===== src/rtl/ldsb_pkg.sv =====
package ldsb_pkg;

    localparam int DEF_REG_W  = 5;
    localparam int DEF_DATA_W = 32;
    localparam int DEF_TAG_W  = 8;

    // Reason a decoded instruction is held back; lower value wins ties.
    typedef enum logic [1:0] {
        HZ_NONE  = 2'd0,
        HZ_SRC   = 2'd1,
        HZ_DST   = 2'd2,
        HZ_QFULL = 2'd3
    } hazard_e;

endpackage


===== src/rtl/ldsb_lock_table.sv =====
module ldsb_lock_table #(
    parameter int REG_W = ldsb_pkg::DEF_REG_W,
    localparam int NREGS = 1 << REG_W
) (
    input  logic             clk,
    input  logic             rst_n,
    input  logic             set_en,
    input  logic [REG_W-1:0] set_idx,
    input  logic             clr_en,
    input  logic [REG_W-1:0] clr_idx,
    output logic [NREGS-1:0] lock_q_o,
    output logic [NREGS-1:0] lock_eff_o
);

    typedef struct packed {
        logic [NREGS-1:0] lock;
    } state_t;

    state_t st_d, st_q;

    logic [NREGS-1:0] set_hit;
    logic [NREGS-1:0] clr_hit;
    logic [NREGS-1:0] nxt_bit;

    assign set_hit = set_en ? (NREGS'(1) << set_idx) : '0;
    assign clr_hit = clr_en ? (NREGS'(1) << clr_idx) : '0;

    // Per-register next value: a new lock beats a release; entry 0 stays free.
    for (genvar i = 0; i < NREGS; i++) begin : g_bit
        if (i == 0) begin : g_zero
            assign nxt_bit[i] = 1'b0;
        end else begin : g_reg
            assign nxt_bit[i] = set_hit[i] | (st_q.lock[i] & ~clr_hit[i]);
        end
    end

    always_comb begin
        st_d      = st_q;
        st_d.lock = nxt_bit;
    end

    always_ff @(posedge clk) begin
        if (!rst_n) begin
            st_q <= '0;
        end else begin
            st_q <= st_d;
        end
    end

    assign lock_q_o   = st_q.lock;
    // Locks as seen by decode this cycle: a returning response frees its register now.
    assign lock_eff_o = st_q.lock & ~clr_hit;

endmodule


===== src/rtl/ldsb_hazard.sv =====
module ldsb_hazard
    import ldsb_pkg::*;
#(
    parameter int REG_W = ldsb_pkg::DEF_REG_W,
    localparam int NREGS = 1 << REG_W
) (
    input  logic [NREGS-1:0] lock_eff,
    input  logic             dec_valid,
    input  logic             dec_is_load,
    input  logic [REG_W-1:0] dec_rs1,
    input  logic             dec_rs1_en,
    input  logic [REG_W-1:0] dec_rs2,
    input  logic             dec_rs2_en,
    input  logic [REG_W-1:0] dec_rd,
    input  logic             dec_rd_en,
    input  logic             reqq_full,
    output hazard_e          cause
);

    logic src_hit;
    logic dst_hit;
    logic q_hit;

    assign src_hit = (dec_rs1_en & lock_eff[dec_rs1]) |
                     (dec_rs2_en & lock_eff[dec_rs2]);
    assign dst_hit = (dec_rd_en | dec_is_load) & lock_eff[dec_rd];
    assign q_hit   = dec_is_load & reqq_full;

    always_comb begin
        cause = HZ_NONE;
        if (dec_valid) begin
            if (src_hit) begin
                cause = HZ_SRC;
            end else if (dst_hit) begin
                cause = HZ_DST;
            end else if (q_hit) begin
                cause = HZ_QFULL;
            end
        end
    end

endmodule


===== src/rtl/ldsb_top.sv =====
module ldsb_top
    import ldsb_pkg::*;
#(
    parameter int REG_W  = ldsb_pkg::DEF_REG_W,
    parameter int DATA_W = ldsb_pkg::DEF_DATA_W,
    parameter int TAG_W  = ldsb_pkg::DEF_TAG_W,
    localparam int NREGS = 1 << REG_W,
    localparam int PAD_W = TAG_W - REG_W
) (
    input  logic              clk,
    input  logic              rst_n,
    input  logic              dec_valid,
    input  logic              dec_is_load,
    input  logic [REG_W-1:0]  dec_rs1,
    input  logic              dec_rs1_en,
    input  logic [REG_W-1:0]  dec_rs2,
    input  logic              dec_rs2_en,
    input  logic [REG_W-1:0]  dec_rd,
    input  logic              dec_rd_en,
    input  logic              reqq_full,
    input  logic              rsp_valid,
    input  logic [TAG_W-1:0]  rsp_tag,
    input  logic [DATA_W-1:0] rsp_data,
    output logic              stall,
    output logic              req_push,
    output logic [TAG_W-1:0]  req_tag,
    output logic              wb_en,
    output logic [REG_W-1:0]  wb_addr,
    output logic [DATA_W-1:0] wb_data
);

    logic [NREGS-1:0] lock_vec;
    logic [NREGS-1:0] lock_eff;
    logic [REG_W-1:0] rsp_reg;
    logic             lock_set;
    hazard_e          cause;

    assign rsp_reg  = rsp_tag[REG_W-1:0];

    ldsb_hazard #(.REG_W(REG_W)) hazard_i (
        .lock_eff    (lock_eff),
        .dec_valid   (dec_valid),
        .dec_is_load (dec_is_load),
        .dec_rs1     (dec_rs1),
        .dec_rs1_en  (dec_rs1_en),
        .dec_rs2     (dec_rs2),
        .dec_rs2_en  (dec_rs2_en),
        .dec_rd      (dec_rd),
        .dec_rd_en   (dec_rd_en),
        .reqq_full   (reqq_full),
        .cause       (cause)
    );

    assign stall    = (cause != HZ_NONE);
    assign req_push = dec_valid & dec_is_load & ~stall;
    assign req_tag  = {{PAD_W{1'b0}}, dec_rd};
    assign lock_set = req_push & (dec_rd != '0);

    ldsb_lock_table #(.REG_W(REG_W)) table_i (
        .clk        (clk),
        .rst_n      (rst_n),
        .set_en     (lock_set),
        .set_idx    (dec_rd),
        .clr_en     (rsp_valid),
        .clr_idx    (rsp_reg),
        .lock_q_o   (lock_vec),
        .lock_eff_o (lock_eff)
    );

    // Dedicated fill port: never arbitrates with the main writeback.
    assign wb_en   = rsp_valid;
    assign wb_addr = rsp_reg;
    assign wb_data = rsp_data;

endmodule


===== config.mk =====
export PLATFORM = sky130hd
export DESIGN_NAME = ldsb_top
export DESIGN_NICKNAME = d
export VERILOG_FILES = /design/src/rtl/ldsb_pkg.sv /design/src/rtl/ldsb_lock_table.sv /design/src/rtl/ldsb_hazard.sv /design/src/rtl/ldsb_top.sv
export SDC_FILE = /design/constraint.sdc
export NUM_CORES = 1
export LEC_CHECK = 0
export ABC_AREA = 0
export BUFFER_PORTS_ARGS = -buffer_cell sky130_fd_sc_hd__buf_2
export CAP_MARGIN = 30
export CORE_MARGIN = 4
export CORE_UTILIZATION = 47
export DETAILED_ROUTE_END_ITERATION = 7
export PLACE_DENSITY = 0.75
export SLEW_MARGIN = 5
export SYNTH_ARGS = -nofsm -noshare
export SYNTH_HDL_FRONTEND = slang
export SYNTH_SLANG_ARGS = --single-unit

===== constraint.sdc =====
create_clock -name clk -period 4.1 [get_ports clk]
set_input_delay 0.41 -clock clk [delete_from_list [all_inputs] [get_ports clk]]
set_output_delay 0.41 -clock clk [all_outputs]
set_load 0.005 [all_outputs]

### Word level (Yosys, flattened, before mapping)

Cells that the tools add are included.

| storage, ports and cells | value |
|---|---|
| word-level logic and storage cells | 126 |
| bits of input ports | 64 |
| register bits | 32 |
| output and inout bits | 48 |

| operators by class | value |
|---|---|
| muxes and demuxes | 12 |
| bitwise logic cells | 105 |
| reduce and logical (&&, ||, !) cells | 2 |
| shifts and indexed selects | 2 |
| $lt $le $gt $ge | 3 |

Operators with widths:

| operator | count |
|---|---|
| $mux 32 | 2 |
| $shl 1x5->32 const A | 2 |
| $and 1x1->1 | 38 |
| $or 1x1->1 | 33 |
| $and 32x32->32 | 1 |
| $not 1->1 | 32 |
| $not 32->32 | 1 |
| $lt 5x6->1 const B | 3 |
| $bmux 1 s5 | 3 |
| $mux 2 | 4 |
| $reduce_bool 5->1 | 1 |
| $mux 1 | 3 |
| $reduce_bool 2->1 | 1 |

### Longest topological paths before layout

Gate-level depths: netlist (run 1).

| depth | value |
|---|---|
| depth in word-level cells | 16 |
| gate-level depth with buffers | 10 |
| mapped depth without buffers | 7 |

### By module

A second synthesis (run 1) with hierarchy kept.

| second synthesis, totals | value |
|---|---|
| cells, all modules | 321 |
| area total of the unflattened synthesis | 2920.3 um2 |

By module, submodules not included:

| module | sequential area each (um2) | instances | area an instance (um2) | cells each |
|---|---|---|---|---|
| ldsb_lock_table | 620.6 | 1 | 1586.5 | 186 |
| ldsb_hazard | 0.0 | 1 | 939.7 | 82 |
| ldsb_top | 0.0 | 1 | 394.1 | 53 |

### Least setup slack after synthesis (run 1)

No wires, ideal clock.

| timing | value |
|---|---|
| path kind | in2out |
| from | in dec_rd[1] |
| to | out req_push |
| path buffers | 2 |
| data arrival time | 2.208 ns |
| stages on the path | 9 |
| data required time | 3.690 ns |
| slack | 1.482 ns |
| cell sequence | buf_2 -> clkbuf_1 -> mux2_2 -> nand3b_1 -> o22ai_1 -> o21ai_0 -> a2bb2oi_4 -> nand2_4 -> nor3_1 |

| between the ends | value |
|---|---|
| cells in the longest elaborated chain, start to end | 9 |

RTL lines:

| item | line | source |
|---|---|---|
| from (decl) | ldsb_top.sv:18 | `input logic [REG_W-1:0] dec_rd,` |
| $bmux 1 s5 | ldsb_hazard.sv:26 | `assign dst_hit = (dec_rd_en \| dec_is_load) & lock_eff[dec_rd];` |
| $mux 1 (implied by the code) | ldsb_hazard.sv:26 |  |
| $and 1x1->1 | ldsb_hazard.sv:26 |  |
| $mux 2 | ldsb_hazard.sv:34 | `end else if (dst_hit) begin` |
| $mux 2 | ldsb_hazard.sv:32 | `if (src_hit) begin` |
| $mux 2 | ldsb_hazard.sv:31 | `if (dec_valid) begin` |
| $reduce_bool 2->1 | ldsb_top.sv:54 | `assign stall = (cause != HZ_NONE);` |
| $not 1->1 | ldsb_top.sv:55 | `assign req_push = dec_valid & dec_is_load & ~stall;` |
| $and 1x1->1 | ldsb_top.sv:55 |  |
| to (decl) | ldsb_top.sv:25 | `output logic req_push,` |

No other way between the ends. The select of a mux whose other input is x is not followed.

### Final worst setup path (run 1)

| timing | value |
|---|---|
| from | in rsp_tag[1] |
| to | out req_push |

| between the ends | value |
|---|---|
| cells in the longest elaborated chain, start to end | 13 |
| elaborated cells on any way between the ends | 20 |
| those cells by class | shift (1); mux (10); bitwise (8); reduce/logical (1) |

RTL lines:

| item | line | source |
|---|---|---|
| from (decl) | ldsb_top.sv:22 | `input logic [TAG_W-1:0] rsp_tag,` |
| $shl 1x5->32 (*) | ldsb_lock_table.sv:26 | `assign clr_hit = clr_en ? (NREGS'(1) << clr_idx) : '0;` |
| $mux 32 (*) | ldsb_lock_table.sv:26 |  |
| $not 32->32 (*) | ldsb_lock_table.sv:52 | `assign lock_eff_o = st_q.lock & ~clr_hit;` |
| $and 32x32->32 (*) | ldsb_lock_table.sv:52 |  |
| $bmux 1 s5, on equally long branches | ldsb_hazard.sv:26, ldsb_hazard.sv:24, ldsb_hazard.sv:25 |  |
| $mux 1, on equally long branches | ldsb_hazard.sv:26, ldsb_hazard.sv:24, ldsb_hazard.sv:25 |  |
| $and 1x1->1, on equally long branches | ldsb_hazard.sv:26, ldsb_hazard.sv:24, ldsb_hazard.sv:25 |  |
| $mux 2 or $or 1x1->1 (tied branches) | ldsb_hazard.sv:34, ldsb_hazard.sv:24 |  |
| $mux 2 (*) | ldsb_hazard.sv:32 |  |
| $mux 2 (*) | ldsb_hazard.sv:31 |  |
| $reduce_bool 2->1 (*) | ldsb_top.sv:54 |  |
| $not 1->1 (*) | ldsb_top.sv:55 |  |
| $and 1x1->1 (*) | ldsb_top.sv:55 |  |

Mark *: on every way between the ends. The rest lies on a longest branch, timed or not. The select of a mux whose other input is x is not followed.

==> metrics.txt, run 1 <==
run status completed; clock-pin slew on the worst setup and hold paths 0.06 ns; post-route ant nets 0; I/O Buffers 41; critical path's slowest cell sky130_fd_sc_hd__nand4_2; largest vdd supply drop 0.168 mV; most prevalent standard cell on the critical path sky130_fd_sc_hd__buf_2; cells traversed along the worst timing path buf_2, nand2_1, o21ai_0, mux2i_1, o311a_1, nand4_2, nand2_4, nor3_1, buf_2; Critical Path Source Type primary input; Final Cell Area 3450 µm²; final non-filler cell total 513; worst min-delay path endpoint table_i.lock_q_o[10]; met1 Resource Use GR 32.6%; total routing usage reported by global routing 23.0%; final weighted congestion of routability-driven global placement 0.887; final design utilization 47.1%; number of hold-repair buffers added at the cts stage 0; hpwl dp 7530 µm; Min-Delay Startpoint table_i.lock_q_o[10]; postcts setup bufs 0; Placed Instances 505; vias in the first global route 3190; mean routed wirelength per cell 20.5 µm; Post-Route Setup TNS 0 ns; number of DRC violations after detailed-routing iteration 0 420; Clk Latency, worst-skew pair 0.28 ns; Synth Cell Area 3570 µm²; fin nets 477; fin crit share 85.0%; Die Height 95.2 µm; number of fill cells 717; total clock buffers created by CTS 5; most common cell after layout, fill and taps aside sky130_fd_sc_hd__buf_2; TritonCTS clock tree yes; Rel. slew slack 32.4%; critical path data required time 3.69 ns; count of final setup violators 0; relative area change from synthesis to final layout -3.33%; CP top delay family simple AND/OR/NAND/NOR gates; area of the die 9060 µm²; post-synthesis sequential element count 31; startpoint of the worst register-to-register path table_i.lock_q_o[9]; clock period minus worst slack 3.49 ns; category of the worst setup path capture point output pin; pin count of the biggest net entering global routing 37; worst hold path cell count 2; proportion of synthesized chip area in sequential cells 17.4%; ys flop type sky130_fd_sc_hd__dfxtp_1; drt first pass iters 5; global-route wire length before repair 16500 µm; number of vias in the routed layout 3516; FF-to-FF End table_i.lock_q_o[20]; setup skew after layout 0.00188 ns; pre-CTS setup slack 0.741 ns; Worst Reg2Reg Path Length in Cells 7; synthesized area per cell 7.99 µm²; Tightest Pin Transition 1.01 ns; placed cell area 3370 µm²; antenna violations before repair 0; number of antenna diodes 0; number of max-capacitance violations reported 0; layer with the highest usage after global routing met2; Slowest Stage Delay on Critical Path 0.44 ns; number of ports placed on the die boundary 112; final setup slack of the worst path 0.613 ns; Distinct cells, synth 68; YS warnings 0; number of remaining DRC errors 0; core region area 7330 µm²; Max Clk Rate 0.287 GHz; Power per Cell Area 210 nW/µm²; number of hold violations in the final report 0; most frequent cells in the layout sky130_fd_sc_hd__buf_2 (41), sky130_fd_sc_hd__nor2_1 (34), sky130_fd_sc_hd__nand3_1 (31), sky130_fd_sc_hd__dfxtp_1 (31), sky130_fd_sc_hd__o211ai_1 (29); via density per instance 6.85; std cell rows 31; setup repair after global routing missed its margin no; cell at the root of the clock tree sky130_fd_sc_hd__clkbuf_8; GRT Residual Overflow 0; number of buffer and inverter instances along the worst setup path 2; arrival time at the worst endpoint 3.08 ns; leakage power of the design 1.20 nW; share of flip-flops with an asynchronous set or reset after synthesis 0%; met3 track demand over resource in global routing 3.47%; Clock Sink Count 31; Final Routed Wirelength 10500 µm; die width 95.2 µm; EDFF count, synth 0; CTS max path bufs 2; Max Transition Viols Final 0; Mapped Cells 447; crit path max fanout 24; share of layout cells above drive strength 1 20.8%; category of the critical setup timing path primary input to output pin; Min-Delay Path Class flip-flop to flip-flop; routing usage on met2 35.2%; flip-flop count of the largest register, all copies and words added 31; level count of the clock H-tree 2; initial core utilization 48.7%; worst-case register-to-register setup slack 1.72 ns; # resized after CTS 0
-- worst max path at each step --
stage / startpoint / to / slack (ns) / depth (start not counted)
6_report: rsp_tag[1] / req_push / 0.61 / 9
2_1_floorplan: dec_rd[1] / req_push / 1.48 / 9
3_5_place_dp: rsp_tag[1] / req_push / 0.74 / 9
5_1_grt: rsp_tag[1] / req_push / 0.44 / 9
4_1_cts: rsp_tag[1] / req_push / 0.70 / 9
3_3_place_gp: rsp_tag[1] / req_push / 0.79 / 9
-- power breakdown --
part	switching, W	internal [W]	leakage, nW
logic	0.000133	0.0000559	0.905
clock network	0.000114	0.000119	0.0422
registers	0.00000174	0.000302	0.250
total	0.000249	0.000477	1.20
-- logic make-up after synthesis --
kind of cell	after synthesis	synth area share (%)
AOI/OAI and AO/OA	121	26.8
buffers and inverters	93	16.2
and+or+nand+nor	157	24.8
other	1	0.105
xor gates and xnor gates	6	1.68
muxes	38	13.1
DFF	31	17.4
-- layout make-up --
class	instances	area (µm²)	area share (%)
Clock inverter	1	5.00	0.145
Clock buffer	7	76.3	2.21
Tap cell	99	124	3.59
Inverter	7	26.3	0.761
Multi-Input combinational cell	325	2380	68.9
Timing Repair Buffer	43	220	6.38
Sequential cell	31	621	18.0
-- metrics by stage --
step | hold WS, ns | total power (W)
CTS | 0.496 | 0.000723
global route | 0.530 | 0.000751
detailed placement | 0.486 | 0.000494
global placement | 0.488 | 0.000491
finish | 0.494 | 0.000726
floorplan | 0.448 | 0.000480
-- routing by layer --
metal / vias to the layer above / share of wire (%)
li1: 1580 / -
met3: 22 / 11
met4: 0 / 1.6
met5: - / 0
met1: 1662 / 44
met2: 252 / 44
-- cells in the mapped netlist (all sizes together), types with 7 or more instances --
master	n	area (µm²)
inv	7	26.3
o211ai	30	239
o41ai	8	130
nor2	34	128
clkbuf	13	48.8
nand2	25	101
nand2b	7	43.8
nor3	15	75.1
o21ai	30	150
mux2i	23	230
nand3	31	155
mux2	9	101
o22ai	9	56.3
buf	73	503
dfxtp	31	621
-- worst register-to-register path, delay by kind of cell, from the launching register on --
| kind | cells | cell delay, ns |
|---|---|---|
| DFF | 1 | 0.41 |
| and+or+nand+nor | 4 | 1.22 |
| AOI/OAI and AO/OA | 3 | 0.62 |
No activity file was read; power rests on OpenSTA's default activity.
==> inputs of run 2 (changes only) <==
--- a/config.mk
+++ b/config.mk
@@ -11,7 +11,7 @@
 export CORE_MARGIN = 4
 export CORE_UTILIZATION = 47
 export DETAILED_ROUTE_END_ITERATION = 7
-export PLACE_DENSITY = 0.75
+export PLACE_DENSITY = 0.74
 export SLEW_MARGIN = 5
 export SYNTH_ARGS = -nofsm -noshare
 export SYNTH_HDL_FRONTEND = slang
==> metrics.txt, run 2 (same netlist as run 1, synthesis figures left out) <==
core region area 7330 µm²; antenna violations before repair 0; critical path's slowest cell sky130_fd_sc_hd__nand4b_1; die width 95.2 µm; arrival time at the worst endpoint 3.02 ns; Critical Path Source Type primary input; drt first pass iters 5; level count of the clock H-tree 2; # resized after CTS 0; Max Transition Viols Final 0; critical path data required time 3.69 ns; most prevalent standard cell on the critical path sky130_fd_sc_hd__buf_2; final design utilization 47.8%; most common cell after layout, fill and taps aside sky130_fd_sc_hd__buf_2; Die Height 95.2 µm; area of the die 9060 µm²; category of the critical setup timing path primary input to output pin; most frequent cells in the layout sky130_fd_sc_hd__buf_2 (41), sky130_fd_sc_hd__nor2_1 (34), sky130_fd_sc_hd__nand3_1 (31), sky130_fd_sc_hd__dfxtp_1 (31), sky130_fd_sc_hd__o211ai_1 (29); GRT Residual Overflow 0; Rel. slew slack 53.7%; category of the worst setup path capture point output pin; clock period minus worst slack 3.43 ns; Min-Delay Path Class flip-flop to flip-flop; Max Clk Rate 0.292 GHz; sequential share of power 37.4%; cell at the root of the clock tree sky130_fd_sc_hd__clkbuf_8; Clk Latency, worst-skew pair 0.29 ns; number of hold-repair buffers added at the cts stage 0; final setup slack of the worst path 0.672 ns; Tightest Pin Transition 0.693 ns; fin nets 477; net switching power 0.000254 W; pin count of the biggest net entering global routing 37; vias in the first global route 3151; count of final setup violators 0; pre-CTS setup slack 0.765 ns; postcts setup bufs 0; mean routed wirelength per cell 20.0 µm; Slowest Stage Delay on Critical Path 0.50 ns; number of remaining DRC errors 0; number of DRC violations after detailed-routing iteration 0 411; cells traversed along the worst timing path buf_2, nand4b_1, o21ai_0, mux2i_1, o311a_1, nand4_2, nand2_4, nor3_1, buf_2; final weighted congestion of routability-driven global placement 0.857; number of hold violations in the final report 0; std cell rows 31; crit path max fanout 24; I/O Buffers 41; met3 track demand over resource in global routing 5.52%; CP top delay family simple AND/OR/NAND/NOR gates; TritonCTS clock tree yes; clock-pin slew on the worst setup and hold paths 0.07 ns; run status completed; share of power burned in the clock network 38.9%; number of max-capacitance violations reported 0; Clock Sink Count 31; global-route wire length before repair 16300 µm; flip-flop count of the largest register, all copies and words added 31; fin crit share 83.6%; switching part of the total 31.3%; share of layout cells above drive strength 1 21.3%; post-route ant nets 0; Cell Int Power 0.000559 W; hpwl dp 7380 µm; Final Routed Wirelength 10300 µm; layer with the highest usage after global routing met2; setup repair after global routing missed its margin no; via density per instance 6.77; number of antenna diodes 0; routing usage on met2 34.2%; number of ports placed on the die boundary 112; setup skew after layout 0.00754 ns; relative area change from synthesis to final layout -1.96%; number of vias in the routed layout 3473; total clock buffers created by CTS 5; CTS max path bufs 2; relative contribution of combinational cells to total power 23.7%; Post-Route Setup TNS 0 ns; initial core utilization 48.7%; largest vdd supply drop 0.213 mV; Power per Cell Area 232 nW/µm²; number of buffer and inverter instances along the worst setup path 2; total routing usage reported by global routing 22.8%; met1 Resource Use GR 32.3%; leakage power of the design 1.22 nW
==> run 2: cell types whose count changed in the layout (fill, tap and decap cells not counted) <==
cell	delta
sky130_fd_sc_hd__buf_12	+1
sky130_fd_sc_hd__buf_4	-1
sky130_fd_sc_hd__clkbuf_8	+1
sky130_fd_sc_hd__clkbuf_1	-2
sky130_fd_sc_hd__bufinv_16	+1
==> run 2: area by class of cell <==
type,instances,area [µm²]
clock buffers,6,82.6
fillers,692,3830
flip-flops and latches,31,621
inverters,7,26.3
well taps,99,124
multi-input cells,325,2380
clock inverters,2,35.0
repair buffers,43,233
==> run 2: metrics by stage <==
stage / cell area [µm²] / power [W] / std cells / hold slack (ns)
2_1_floorplan: 3580 / 0.000480 / 449 / 0.448
3_3_place_gp: 3360 / 0.000491 / 504 / 0.471
3_5_place_dp: 3360 / 0.000493 / 504 / 0.478
4_1_cts: 3480 / 0.000805 / 512 / 0.488
5_1_grt: 3500 / 0.000843 / 513 / 0.521
6_report: 3500 / 0.000812 / 513 / 0.487
==> run 2: worst register-to-register path: cells and delay by family (launching register included) <==
family             cells  cell delay (ns)
and+or+nand+nor        4             1.19
AOI/OAI and AO/OA      3             0.71
DFF                    1             0.41
==> run 2: metal layers <==
layer / part of all wire [%] / vias to the layer above
li1: - / 1573
met1: 42 / 1631
met3: 13 / 22
met2: 43 / 247
met5: 0 / -
met4: 1.6 / 0
==> run 2: worst paths after layout <==
check                            start                   end  slack (ns)  cells after the start
setup / recovery            rsp_tag[2]              req_push        0.67                      9
hold reg to reg   table_i.lock_q_o[10]  table_i.lock_q_o[10]        0.49                      2
setup reg to reg   table_i.lock_q_o[9]  table_i.lock_q_o[18]        1.67                      7
hold / removal    table_i.lock_q_o[10]  table_i.lock_q_o[10]        0.49                      2
==> run 2: power by group through the flow <==
| stage | clock [W] | combinational [W] | sequential, W |
|---|---|---|---|
| after global placement | 0 | 0.000180 | 0.000311 |
| after CTS | 0.000318 | 0.000183 | 0.000304 |
| after detailed placement | 0 | 0.000182 | 0.000311 |
| after floorplan | 0 | 0.000170 | 0.000310 |
| after global routing | 0.000334 | 0.000205 | 0.000304 |
| final | 0.000316 | 0.000193 | 0.000304 |
